[config.mk]
export PLATFORM = sky130hd
export DESIGN_NAME = rxfa_top
export DESIGN_NICKNAME = d
export VERILOG_FILES = /design/src/rtl/rxfa_pkg.sv /design/src/rtl/rxfa_cfg_reg.sv /design/src/rtl/rxfa_occupancy.sv /design/src/rtl/rxfa_compare.sv /design/src/rtl/rxfa_top.sv
export SDC_FILE = /design/constraint.sdc
export NUM_CORES = 1
export LEC_CHECK = 0
export CAP_MARGIN = 15
export CORE_UTILIZATION = 25
export CTS_CLUSTER_DIAMETER = 30
export CTS_CLUSTER_SIZE = 24
export DETAILED_ROUTE_END_ITERATION = 16
export PLACE_DENSITY = 0.44
export SYNTH_ARGS = -nofsm -noshare
export SYNTH_HDL_FRONTEND = slang
export SYNTH_HIERARCHICAL = 1
export SYNTH_SLANG_ARGS = --single-unit
[constraint.sdc]
create_clock -name clk -period 5.1 [get_ports clk]
set_clock_uncertainty 0.15 [all_clocks]
set_input_delay 1.02 -clock clk [delete_from_list [all_inputs] [get_ports clk]]
set_output_delay 1.02 -clock clk [all_outputs]
set_load 0.1 [all_outputs]
[src/rtl/rxfa_pkg.sv]
// Package: shared field layout and limits for the receive FIFO alert block.
// Assumes the register layout is fixed; widths of counters are module params.
package rxfa_pkg;
    localparam int FRM_FIELD_W = 5;
    localparam int DAT_FIELD_W = 8;
    localparam int FRM_LSB     = 16;
    localparam int DAT_LSB     = 0;
    localparam int FRM_CAP     = 23;   // largest field value with its own meaning
    localparam logic [FRM_FIELD_W-1:0] FRM_RST = 5'h1F;
    localparam logic [DAT_FIELD_W-1:0] DAT_RST = 8'hFF;

    typedef struct packed {
        logic [FRM_FIELD_W-1:0] frm_thr;
        logic [DAT_FIELD_W-1:0] dat_thr;
    } thr_cfg_t;
endpackage

[src/rtl/rxfa_cfg_reg.sv]
// Module: threshold control register.
// Holds the frame-count and byte-count threshold fields. Other bits read 0.
// Assumes a single register, so no address decode is needed.
module rxfa_cfg_reg
    import rxfa_pkg::*;
(
    input  logic        clk,
    input  logic        rst_n,
    input  logic        reg_wr,
    input  logic [31:0] reg_wdata,
    output logic [31:0] reg_rdata,
    output thr_cfg_t    cfg
);
    // Reserved write bits are dropped on purpose.
    logic unused_rsvd;
    assign unused_rsvd = ^{reg_wdata[31:21], reg_wdata[15:8]};

    // Purpose: load both threshold fields on a write, restore defaults on reset.
    always_ff @(posedge clk) begin
        if (!rst_n) begin
            cfg.frm_thr <= FRM_RST;
            cfg.dat_thr <= DAT_RST;
        end else if (reg_wr) begin
            cfg.frm_thr <= reg_wdata[FRM_LSB +: FRM_FIELD_W];
            cfg.dat_thr <= reg_wdata[DAT_LSB +: DAT_FIELD_W];
        end
    end

    // Purpose: place the fields at their bit positions, zeros elsewhere.
    always_comb begin
        reg_rdata = '0;
        reg_rdata[FRM_LSB +: FRM_FIELD_W] = cfg.frm_thr;
        reg_rdata[DAT_LSB +: DAT_FIELD_W] = cfg.dat_thr;
    end

    AST_WRITE_LOADS: assert property (@(posedge clk) disable iff (!rst_n)
        reg_wr |=> (reg_rdata[20:16] == $past(reg_wdata[20:16]))
                && (reg_rdata[7:0] == $past(reg_wdata[7:0])));
    AST_NO_WRITE_HOLDS: assert property (@(posedge clk) disable iff (!rst_n)
        !reg_wr |=> $stable(cfg));
endmodule

[src/rtl/rxfa_occupancy.sv]
// Module: byte and frame occupancy counters of the receive FIFO.
// The byte count is held between zero and the configured capacity.
// The frame count saturates at zero and at its all-ones value.
// Assumes the strobes describe the FIFO faithfully; no error is flagged.
module rxfa_occupancy #(
    parameter int DSEL_W  = 8,
    parameter int BEAT_W  = 5,
    parameter int GRAN_SH = 8,
    parameter int FCNT_W  = 6,
    localparam int BCNT_W = DSEL_W + GRAN_SH + 1
) (
    input  logic              clk,
    input  logic              rst_n,
    input  logic [DSEL_W-1:0] depth_sel,
    input  logic [BEAT_W-1:0] wr_bytes,
    input  logic [BEAT_W-1:0] rd_bytes,
    input  logic              wr_eof,
    input  logic              rd_eof,
    output logic [BCNT_W-1:0] byte_cnt,
    output logic [FCNT_W-1:0] frm_cnt
);
    localparam logic [FCNT_W-1:0] FCNT_MAX = '1;

    logic [BCNT_W-1:0] depth_bytes;
    logic [BCNT_W:0]   sum_in;
    logic [BCNT_W:0]   diff;
    logic [BCNT_W-1:0] byte_nxt;
    logic [FCNT_W-1:0] frm_nxt;

    // Purpose: capacity in bytes from the 256-byte-step selector.
    always_comb begin
        depth_bytes = (BCNT_W'(depth_sel) + BCNT_W'(1)) << GRAN_SH;
    end

    // Purpose: add written bytes, remove read bytes, clamp to [0, capacity].
    always_comb begin
        sum_in = {1'b0, byte_cnt} + (BCNT_W + 1)'(wr_bytes);
        diff   = '0;
        if (sum_in < (BCNT_W + 1)'(rd_bytes)) begin
            byte_nxt = '0;
        end else begin
            diff = sum_in - (BCNT_W + 1)'(rd_bytes);
            if (diff > {1'b0, depth_bytes}) byte_nxt = depth_bytes;
            else                            byte_nxt = diff[BCNT_W-1:0];
        end
    end

    // Purpose: step the frame count on one-sided end-of-frame strobes.
    always_comb begin
        frm_nxt = frm_cnt;
        if (wr_eof && !rd_eof && frm_cnt != FCNT_MAX) frm_nxt = frm_cnt + 1'b1;
        if (rd_eof && !wr_eof && frm_cnt != '0)       frm_nxt = frm_cnt - 1'b1;
    end

    // Purpose: hold both counts.
    always_ff @(posedge clk) begin
        if (!rst_n) begin
            byte_cnt <= '0;
            frm_cnt  <= '0;
        end else begin
            byte_cnt <= byte_nxt;
            frm_cnt  <= frm_nxt;
        end
    end

    AST_FRM_BOTH_HOLD: assert property (@(posedge clk) disable iff (!rst_n)
        (wr_eof && rd_eof) |=> $stable(frm_cnt));
    AST_FRM_UP: assert property (@(posedge clk) disable iff (!rst_n)
        (wr_eof && !rd_eof && frm_cnt != FCNT_MAX) |=> frm_cnt == $past(frm_cnt) + 1'b1);
    AST_FRM_FLOOR: assert property (@(posedge clk) disable iff (!rst_n)
        (rd_eof && !wr_eof && frm_cnt == '0) |=> frm_cnt == '0);
    AST_BYTE_CAP: assert property (@(posedge clk) disable iff (!rst_n)
        $past(rst_n) |-> byte_cnt <= $past(depth_bytes));
endmodule

[src/rtl/rxfa_compare.sv]
// Module: threshold comparison and registered alert.
// Derives the effective frame and byte limits from the register fields and
// the depth selector, then ORs the two conditions into a registered alert.
// Assumes counts and fields are already registered upstream.
module rxfa_compare
    import rxfa_pkg::*;
#(
    parameter int DSEL_W      = 8,
    parameter int GRAN_SH     = 8,
    parameter int FCNT_W      = 6,
    parameter int GUARD_BYTES = 64,
    localparam int BCNT_W     = DSEL_W + GRAN_SH + 1
) (
    input  logic              clk,
    input  logic              rst_n,
    input  thr_cfg_t          cfg,
    input  logic [DSEL_W-1:0] depth_sel,
    input  logic [BCNT_W-1:0] byte_cnt,
    input  logic [FCNT_W-1:0] frm_cnt,
    output logic              alert
);
    logic              at_depth;
    logic [DSEL_W-1:0] eff_sel;
    logic [BCNT_W-1:0] lim_full;
    logic [BCNT_W-1:0] byte_lim;
    logic [FCNT_W-1:0] frm_need;
    logic              hit_frm;
    logic              hit_byte;

    // Purpose: clamp the byte field to the configured capacity.
    always_comb begin
        at_depth = (DSEL_W'(cfg.dat_thr) >= depth_sel);
        eff_sel  = at_depth ? depth_sel : DSEL_W'(cfg.dat_thr);
        lim_full = (BCNT_W'(eff_sel) + BCNT_W'(1)) << GRAN_SH;
    end

    // Pick the byte limit; the guard band applies only at full capacity.
    generate
        if (GUARD_BYTES == 0) begin : g_no_guard
            assign byte_lim = lim_full;
        end else begin : g_guard
            assign byte_lim = at_depth ? (lim_full - BCNT_W'(GUARD_BYTES)) : lim_full;
        end
    endgenerate

    // Purpose: frame field is N+1 frames, capped past the last coded value.
    always_comb begin
        if (int'(cfg.frm_thr) > FRM_CAP) frm_need = FCNT_W'(FRM_CAP + 1);
        else                             frm_need = FCNT_W'(cfg.frm_thr) + FCNT_W'(1);
    end

    // Purpose: the two raw conditions.
    always_comb begin
        hit_frm  = (frm_cnt >= frm_need);
        hit_byte = (byte_cnt >= byte_lim);
    end

    // Purpose: register the OR of both conditions.
    always_ff @(posedge clk) begin
        if (!rst_n) alert <= 1'b0;
        else        alert <= hit_frm | hit_byte;
    end

    AST_ALERT_EMPTY_LOW: assert property (@(posedge clk) disable iff (!rst_n)
        (frm_cnt == '0 && byte_cnt == '0) |=> !alert);
    AST_ALERT_FRM_CAP: assert property (@(posedge clk) disable iff (!rst_n)
        (int'(frm_cnt) >= FRM_CAP + 1) |=> alert);
endmodule

[src/rtl/rxfa_top.sv]
// Module: receive FIFO flow-control alert generator, top level.
// Connects the control register, occupancy counters and comparator.
// Assumes byte strobes never exceed BEAT_BYTES per cycle.
module rxfa_top #(
    parameter int BEAT_BYTES  = 16,
    parameter int FCNT_W      = 6,
    parameter int GRAN_BYTES  = 256,
    parameter int GUARD_BYTES = 64,
    localparam int DSEL_W     = rxfa_pkg::DAT_FIELD_W,
    localparam int BEAT_W     = $clog2(BEAT_BYTES + 1),
    localparam int GRAN_SH    = $clog2(GRAN_BYTES),
    localparam int BCNT_W     = DSEL_W + GRAN_SH + 1
) (
    input  logic              clk,
    input  logic              rst_n,
    input  logic              reg_wr,
    input  logic [31:0]       reg_wdata,
    output logic [31:0]       reg_rdata,
    input  logic [DSEL_W-1:0] depth_sel,
    input  logic [BEAT_W-1:0] wr_bytes,
    input  logic [BEAT_W-1:0] rd_bytes,
    input  logic              wr_eof,
    input  logic              rd_eof,
    output logic              alert
);
    rxfa_pkg::thr_cfg_t cfg;
    logic [BCNT_W-1:0]  byte_cnt;
    logic [FCNT_W-1:0]  frm_cnt;

    rxfa_cfg_reg u_cfg (
        .clk       (clk),
        .rst_n     (rst_n),
        .reg_wr    (reg_wr),
        .reg_wdata (reg_wdata),
        .reg_rdata (reg_rdata),
        .cfg       (cfg)
    );

    rxfa_occupancy #(
        .DSEL_W  (DSEL_W),
        .BEAT_W  (BEAT_W),
        .GRAN_SH (GRAN_SH),
        .FCNT_W  (FCNT_W)
    ) u_occ (
        .clk       (clk),
        .rst_n     (rst_n),
        .depth_sel (depth_sel),
        .wr_bytes  (wr_bytes),
        .rd_bytes  (rd_bytes),
        .wr_eof    (wr_eof),
        .rd_eof    (rd_eof),
        .byte_cnt  (byte_cnt),
        .frm_cnt   (frm_cnt)
    );

    rxfa_compare #(
        .DSEL_W      (DSEL_W),
        .GRAN_SH     (GRAN_SH),
        .FCNT_W      (FCNT_W),
        .GUARD_BYTES (GUARD_BYTES)
    ) u_cmp (
        .clk       (clk),
        .rst_n     (rst_n),
        .cfg       (cfg),
        .depth_sel (depth_sel),
        .byte_cnt  (byte_cnt),
        .frm_cnt   (frm_cnt),
        .alert     (alert)
    );

    AST_RESET_STATE: assert property (@(posedge clk)
        !rst_n |=> (!alert && reg_rdata == 32'h001F_00FF));
endmodule

==> run summary, run 1 <==
run status -> finished, violations left
failing checks -> setup timing
total power -> 3.15 mW
Clk pwr share -> 12.6%
Core Box Area -> 16,100 sq um
Comb pwr share -> 73.5%
antenna-violating nets left -> 0
Design Area, Final -> 6200 sq um
clk buf depth -> 2
Synth top area share -> 17.7%
most common cell in the netlist -> ha_1
root buf cell -> clkbuf_16
Setup CP Type -> in2reg
sequential-to-total area share from yosys stat -> 17.7%
R2R Path Start -> u_occ/byte_cnt[0]
Leakage -> 2.72 nW
initial antenna violation count -> 0
Die ar. -> 17,200 sq um
first-pass GRT wire length -> 18,900 um
Die Span X -> 131 um
Hold Buf Count CTS -> 0
Port Buffers -> 49
Ports -> 88
TNS Setup -> -1.48 ns
maxcap violations -> 0
CP startpoint kind -> input port
ys flop type -> dfxtp_1
Reg power frac -> 13.9%
Yosys reg bits -> 37
vias in the first global route -> 3,869
CTS Sinks -> 37
max frequency -> 189 MHz
Worst setup EP type -> flop
r2r setup slk -> 0.19 ns
DR iter-0 viols -> 193
synth unique cells -> 66
final slew viol count -> 0
register area -> 741 sq um
filler instances -> 1,633
met2 wire length -> 5460 um
gpl congestion -> 0.842
Max Used Layer -> met4
routed length per placed instance -> 13.8 um
ANT cells -> 0
WL met1 -> 5660 um
H-tree Lvls -> 2
FF-to-FF path depth -> 20
Setup violations, final -> 16
crit-path max FO -> 5
most frequent cells after synthesis -> ha_1, nand2_1, dfxtp_1
nets@finish -> 742
total gr overflow -> 0
TritonRoute pass-1 iters -> 4
placed cell areas -> 5330 sq um
largest net degree at the start of global routing -> 24
Switching Share -> 44.6%
Post-synth ARST share -> 0%
Site Rows -> 46
Cell Int Power -> 1.74 mW
Syn Area/Cell -> 8.31 sq um
vias after detailed routing -> 3,951
Req. time, crit path -> 5.14 ns
Post-synth EDFFs -> 0
Worst Hold Launch -> u_cfg/cfg[9]
RSZ-0062 raised after global routing -> true
Cells after Synth -> 503
Die Y -> 131 um
post-route clock period utilization -> 104%
routed length on met3 -> 389 um
Starting Density -> 25.9%
Core Util, Final -> 38.5%
Detailed Route WL -> 11,800 um
CP Data Arrival Time -> 5.32 ns
CTS Buf Count -> 5
Max VDD drop -> 0.242 mV
post-detail-place hpwl -> 9340 um
drt drc -> 0
Hold Crit Class -> reg2reg
area grow syn2layout -> 48.4%
Worst-path clk slew -> 0.06 ns
layout cells sized above 1 -> 32.0%
area leader, netlist -> dfxtp_1
Clk Latency, worst-skew pair -> 0.28 ns
worst rel slew slack -> 34.9%
area of the multi-input gates -> 3620 sq um
Synth area leaders -> dfxtp_1, ha_1, xnor2_1
Psw -> 1.40 mW
Tmin final -> 5.28 ns
Worst Tran Pin Value -> 0.973 ns
Worst Hold Endpoint -> u_cfg/cfg[9]
GRT Overall Usage -> 13.3%
Syn Std Cell Area -> 4180 sq um
CTS tree -> yes
Cell Pwr Density -> 507 nW/um^2
Hold Crit Depth -> 2
worst setup margin -> -0.182 ns
r2r endpoint -> u_occ/byte_cnt[8]
Place WS -> -0.977 ns
Synth Warn # -> 6
vias per cell -> 4.65
final hold viol count -> 0
==> worst max-delay path: stages <==
cell,delay (ns)
buf_6,0.07
ha_4,0.12
inv_2,0.03
fa_2,0.54
inv_4,0.05
ha_4,0.20
nor2b_4,0.12
o31a_1,0.26
o21a_1,0.19
or3_4,0.37
nand4bb_4,0.28
nor3_4,0.22
xnor2_2,0.13
ha_1,0.31
nand4_1,0.09
nor4_2,0.31
and4_1,0.28
buf_6,0.12
a221oi_4,0.08
or4_1,0.44
o31ai_1,0.08
==> layout by cell type (no fill, tap or decap), types with 6 or more instances in the layout <==
| master | n |
|---|---|
| buf_4 | 92 |
| nand2_1 | 40 |
| ha_1 | 38 |
| clkdlybuf4s50_1 | 37 |
| dfxtp_1 | 37 |
| xnor2_1 | 25 |
| nor2_1 | 22 |
| xor2_1 | 22 |
| conb_1 | 20 |
| inv_1 | 20 |
| mux2i_1 | 17 |
| nand3_1 | 17 |
| a21oi_1 | 14 |
| o21a_1 | 12 |
| ha_4 | 12 |
| nand4_1 | 11 |
| a21o_1 | 10 |
| inv_2 | 10 |
| dlymetal6s2s_1 | 9 |
| o21ai_0 | 9 |
| nor3_2 | 9 |
| nor3_1 | 8 |
| nor2b_1 | 8 |
| a211oi_2 | 8 |
| and2_1 | 6 |
| o211ai_1 | 6 |
| a21oi_2 | 6 |
==> logic make-up (layout without fill, tap and decap cells) <==
logic type               Yosys count  count (layout)  share of synthesized area [%]
AO/OA/AOI/OAI                    104             104                           18.4
XOR/XNOR                          56              56                           12.5
adder cells (fa/ha/maj)           54              54                           16.7
buffers and inverters             71             184                           9.85
flip-flops                        37              37                           17.7
multiplexers                      18              18                           4.43
other                              2              20                          0.180
AND/OR/NAND/NOR                  161             161                           20.1
==> power groups by stage <==
| stage | sequential (mW) | combinational (mW) | clock [mW] |
|---|---|---|---|
| floorplan | 0.427 | 1.11 | 0 |
| global route | 0.448 | 2.50 | 0.418 |
| global placement | 0.442 | 1.72 | 0 |
| detailed placement | 0.440 | 1.74 | 0 |
| finish | 0.438 | 2.31 | 0.396 |
| CTS | 0.438 | 2.06 | 0.406 |
==> routing by layer <==
layer / track usage (%) / vias to the layer above
li1: - / 2020
met1: 17.8 / 1837
met2: 21.9 / 77
met3: 1.70 / 17
met4: 4.46 / 0
met5: 0 / -
==> per-stage QoR <==
stage	std cells	hold WS, ns
finish	850	0.389
global route	850	0.417
CTS	845	0.397
detailed placement	825	0.380
global placement	825	0.376
floorplan	521	0.337
==> registers in the layout, indices dropped and copies added (netlist names) <==
signal / flops
u_cfg/cfg: 13
u_cmp/alert: 1
u_occ/byte_cnt: 17
u_occ/frm_cnt: 6
==> how the worst max path moves through the flow <==
stage / start / to / slack, ns / depth (start not counted)
2_1_floorplan: wr_bytes[0] / u_occ/byte_cnt[16] / -0.08 / 19
4_1_cts: wr_bytes[0] / u_occ/byte_cnt[8] / -0.24 / 24
3_5_place_dp: wr_bytes[0] / u_occ/byte_cnt[10] / -0.98 / 22
3_3_place_gp: wr_bytes[0] / u_occ/byte_cnt[7] / -0.89 / 23
5_1_grt: wr_bytes[0] / u_occ/byte_cnt[8] / -0.37 / 22
6_report: wr_bytes[0] / u_occ/byte_cnt[8] / -0.18 / 21
==> area by class of cell <==
type	instances	share of cell area, %
Clock buffer	5	2.02
Clock inverter	3	1.05
Inverter	31	1.92
Multi-Input combinational cell	413	58.4
Sequential cell	37	11.9
Tap cell	216	4.36
Timing Repair Buffer	145	20.3
==> timing repair <==
item | CTS | global route
buffers inserted | 12 | 6
setup endpoints to repair | 18 | 18
resized for setup | 63 | 61
gates cloned | 0 | 0
pin swaps | 42 | 53
Power figures use the tool's default switching activity.
==> run 2: changes to the inputs <==
--- a/config.mk
+++ b/config.mk
@@ -5,6 +5,7 @@
 export SDC_FILE = /design/constraint.sdc
 export NUM_CORES = 1
 export LEC_CHECK = 0
+export ABC_CLOCK_PERIOD_IN_PS = 5100
 export CAP_MARGIN = 15
 export CORE_UTILIZATION = 25
 export CTS_CLUSTER_DIAMETER = 30
==> results of run 2 <==
Same layout as run 1: the final DEF is identical, and so are final timing and power.
==> run 3: changes to the inputs <==
--- a/config.mk
+++ b/config.mk
@@ -12,6 +12,7 @@
 export CTS_CLUSTER_SIZE = 24
 export DETAILED_ROUTE_END_ITERATION = 16
 export PLACE_DENSITY = 0.44
+export SKIP_LAST_GASP = 1
 export SYNTH_ARGS = -nofsm -noshare
 export SYNTH_HDL_FRONTEND = slang
 export SYNTH_HIERARCHICAL = 1
==> run 3 against run 2 <==
The run still ends with setup timing left. Clock-buffer cell count unchanged. Combinational power about the same. Wire length down 0.18%. Design area down 0.16%. Clock power about the same. Final cell count unchanged. Maximum frequency up 0.43%. Hold slack about the same. Non-clock buffer count unchanged. Sequential power about the same. Critical path type unchanged. Critical endpoint unchanged. Largest cell class unchanged. Largest power group unchanged.
==> run summary, run 3 (synthesis gave the netlist of run 1 again) <==
final slew viol count -> 0
Slowest cell on crit path -> fa_2
max incr delay on CP -> 0.54 ns
Leakage -> 2.72 nW
Setup violations, final -> 16
total gr overflow -> 0
CTS Buf Count -> 5
Starting Density -> 25.9%
largest net degree at the start of global routing -> 24
CP cell instances -> buf_6 > ha_4 > inv_2 > fa_2 > inv_4 > ha_4 > nor2b_4 > o31a_1 > o21a_1 > or3_4 > nand4bb_4 > nor3_4 > xnor2_2 > ha_1 > nand4_1 > nor4_2 > and4_1 > buf_6 > a221oi_4 > or4_1 > o31ai_1
Reg with most FFs -> u_occ/byte_cnt
final hold viol count -> 0
worst path bufs/invs -> 4
Tmin final -> 5.26 ns
placed insts -> 825
worst rel slew slack -> 34.9%
antenna-violating nets left -> 0
Worst setup EP type -> flop
filler instances -> 1,634
initial antenna violation count -> 0
Worst-path clk slew -> 0.06 ns
Setup CP Type -> in2reg
first-pass GRT wire length -> 18,900 um
post-route clock period utilization -> 103%
CP delay by family, top -> simple AND/OR/NAND/NOR gates
run status -> finished, violations left
Detailed Route WL -> 11,700 um
vias after detailed routing -> 3,966
vias in the first global route -> 3,867
Cell Int Power -> 1.74 mW
Cell Pwr Density -> 506 nW/um^2
Hold Buf Count CTS -> 0
Req. time, crit path -> 5.14 ns
GRT Overall Usage -> 13.3%
max reg flops -> 17
Place WS -> -0.977 ns
non-filler cells, final -> 850
Die Span X -> 131 um
Top Registers -> u_occ/byte_cnt (17), u_cfg/cfg (13), u_occ/frm_cnt (6)
layout cells sized above 1 -> 31.9%
FF-to-FF path depth -> 20
clk buf depth -> 2
maxcap violations -> 0
Worst Tran Pin Value -> 0.973 ns
CP Data Arrival Time -> 5.30 ns
nets@finish -> 742
failing checks -> setup timing
Hold Crit Depth -> 2
area grow syn2layout -> 48.1%
CTS Sinks -> 37
Max VDD drop -> 0.243 mV
Clk pwr share -> 12.6%
vias per cell -> 4.67
DR iter-0 viols -> 207
H-tree Lvls -> 2
Stages on worst setup path -> 21
Core Box Area -> 16,100 sq um
Site Rows -> 46
final worst hold slack -> 0.389 ns
Switching Share -> 44.5%
commonest non-fill, non-tap cell in the layout -> buf_4
ANT cells -> 0
max frequency -> 190 MHz
Port Buffers -> 49
routed length per placed instance -> 13.8 um
Comb pwr share -> 73.4%
Hold Crit Class -> reg2reg
root buf cell -> clkbuf_16
CTS tree -> yes
Die ar. -> 17,200 sq um
Die Y -> 131 um
TNS Setup -> -1.17 ns
worst setup margin -> -0.159 ns
Psw -> 1.39 mW
most frequent cells in the layout -> buf_4, nand2_1, ha_1
drt drc -> 0
Clk Latency, worst-skew pair -> 0.28 ns
Reg power frac -> 14.0%
crit-path max FO -> 5
CP startpoint kind -> input port
TritonRoute pass-1 iters -> 4
post-detail-place hpwl -> 9340 um
RSZ-0062 raised after global routing -> true
gpl congestion -> 0.842
Ports -> 88
run 3: repair_timing:
action / in CTS / in global routing
resized for setup: 63 / 59
setup endpoints to repair: 18 / 18
gates cloned: 0 / 0
setup buffers: 12 / 6
pin swaps: 40 / 54
run 3: cell type report:
class,instances,area [sq um],area share (%)
repair buffers,145,1260,20.3
clock inverters,3,65.1,1.05
flip-flops and latches,37,741,12.0
clock buffers,5,125,2.02
multi-input cells,413,3610,58.4
well taps,216,270,4.36
inverters,31,119,1.92
run 3: path summary, 6_finish.rpt:
path | to | slack (ns) | startpoint
setup / recovery | u_occ/byte_cnt[8] | -0.16 | wr_bytes[0]
hold / removal | u_cfg/cfg[9] | 0.39 | u_cfg/cfg[9]
setup reg to reg | u_occ/byte_cnt[8] | 0.21 | u_occ/byte_cnt[0]
hold reg to reg | u_cfg/cfg[9] | 0.39 | u_cfg/cfg[9]
run 3: per-stage QoR:
step                instance area [sq um]  power [mW]  utilization (%)
finish                               6190        3.13             38.4
global route                         6190        3.35             38.4
CTS                                  5890        2.90             36.5
detailed placement                   5330        2.18             33.1
global placement                     5330        2.17             33.1
floorplan                            4260        1.54                -
run 3: worst register-to-register path, stage by stage (launching register included):
cell and delay, ns:
dfxtp_1 0.40, ha_4 0.16, inv_2 0.03, fa_2 0.54, inv_4 0.05, ha_4 0.20, nor2b_4 0.12, o31a_1 0.26
o21a_1 0.19, or3_4 0.37, nand4bb_4 0.28, nor3_4 0.22, xnor2_2 0.13, ha_1 0.32, nand4_1 0.09, nor4_2 0.31
and4_1 0.28, buf_6 0.12, a221oi_4 0.06, or4_1 0.43, o31ai_1 0.08
run 3: routing by layer:
| metal | global-route usage (%) | vias up | wire (um) |
|---|---|---|---|
| met5 | 0 | - | 0 |
| met4 | 4.46 | 0 | 206 |
| met3 | 1.70 | 15 | 364 |
| met2 | 21.9 | 78 | 5470 |
| met1 | 17.8 | 1853 | 5690 |
| li1 | - | 2020 | - |
run 3: power groups by stage:
| stage | clock network [mW] | logic [mW] | registers (mW) |
|---|---|---|---|
| 4_1_cts | 0.406 | 2.06 | 0.438 |
| 3_3_place_gp | 0 | 1.72 | 0.442 |
| 3_5_place_dp | 0 | 1.74 | 0.440 |
| 2_1_floorplan | 0 | 1.11 | 0.427 |
| 5_1_grt | 0.418 | 2.48 | 0.448 |
| 6_report | 0.396 | 2.30 | 0.438 |
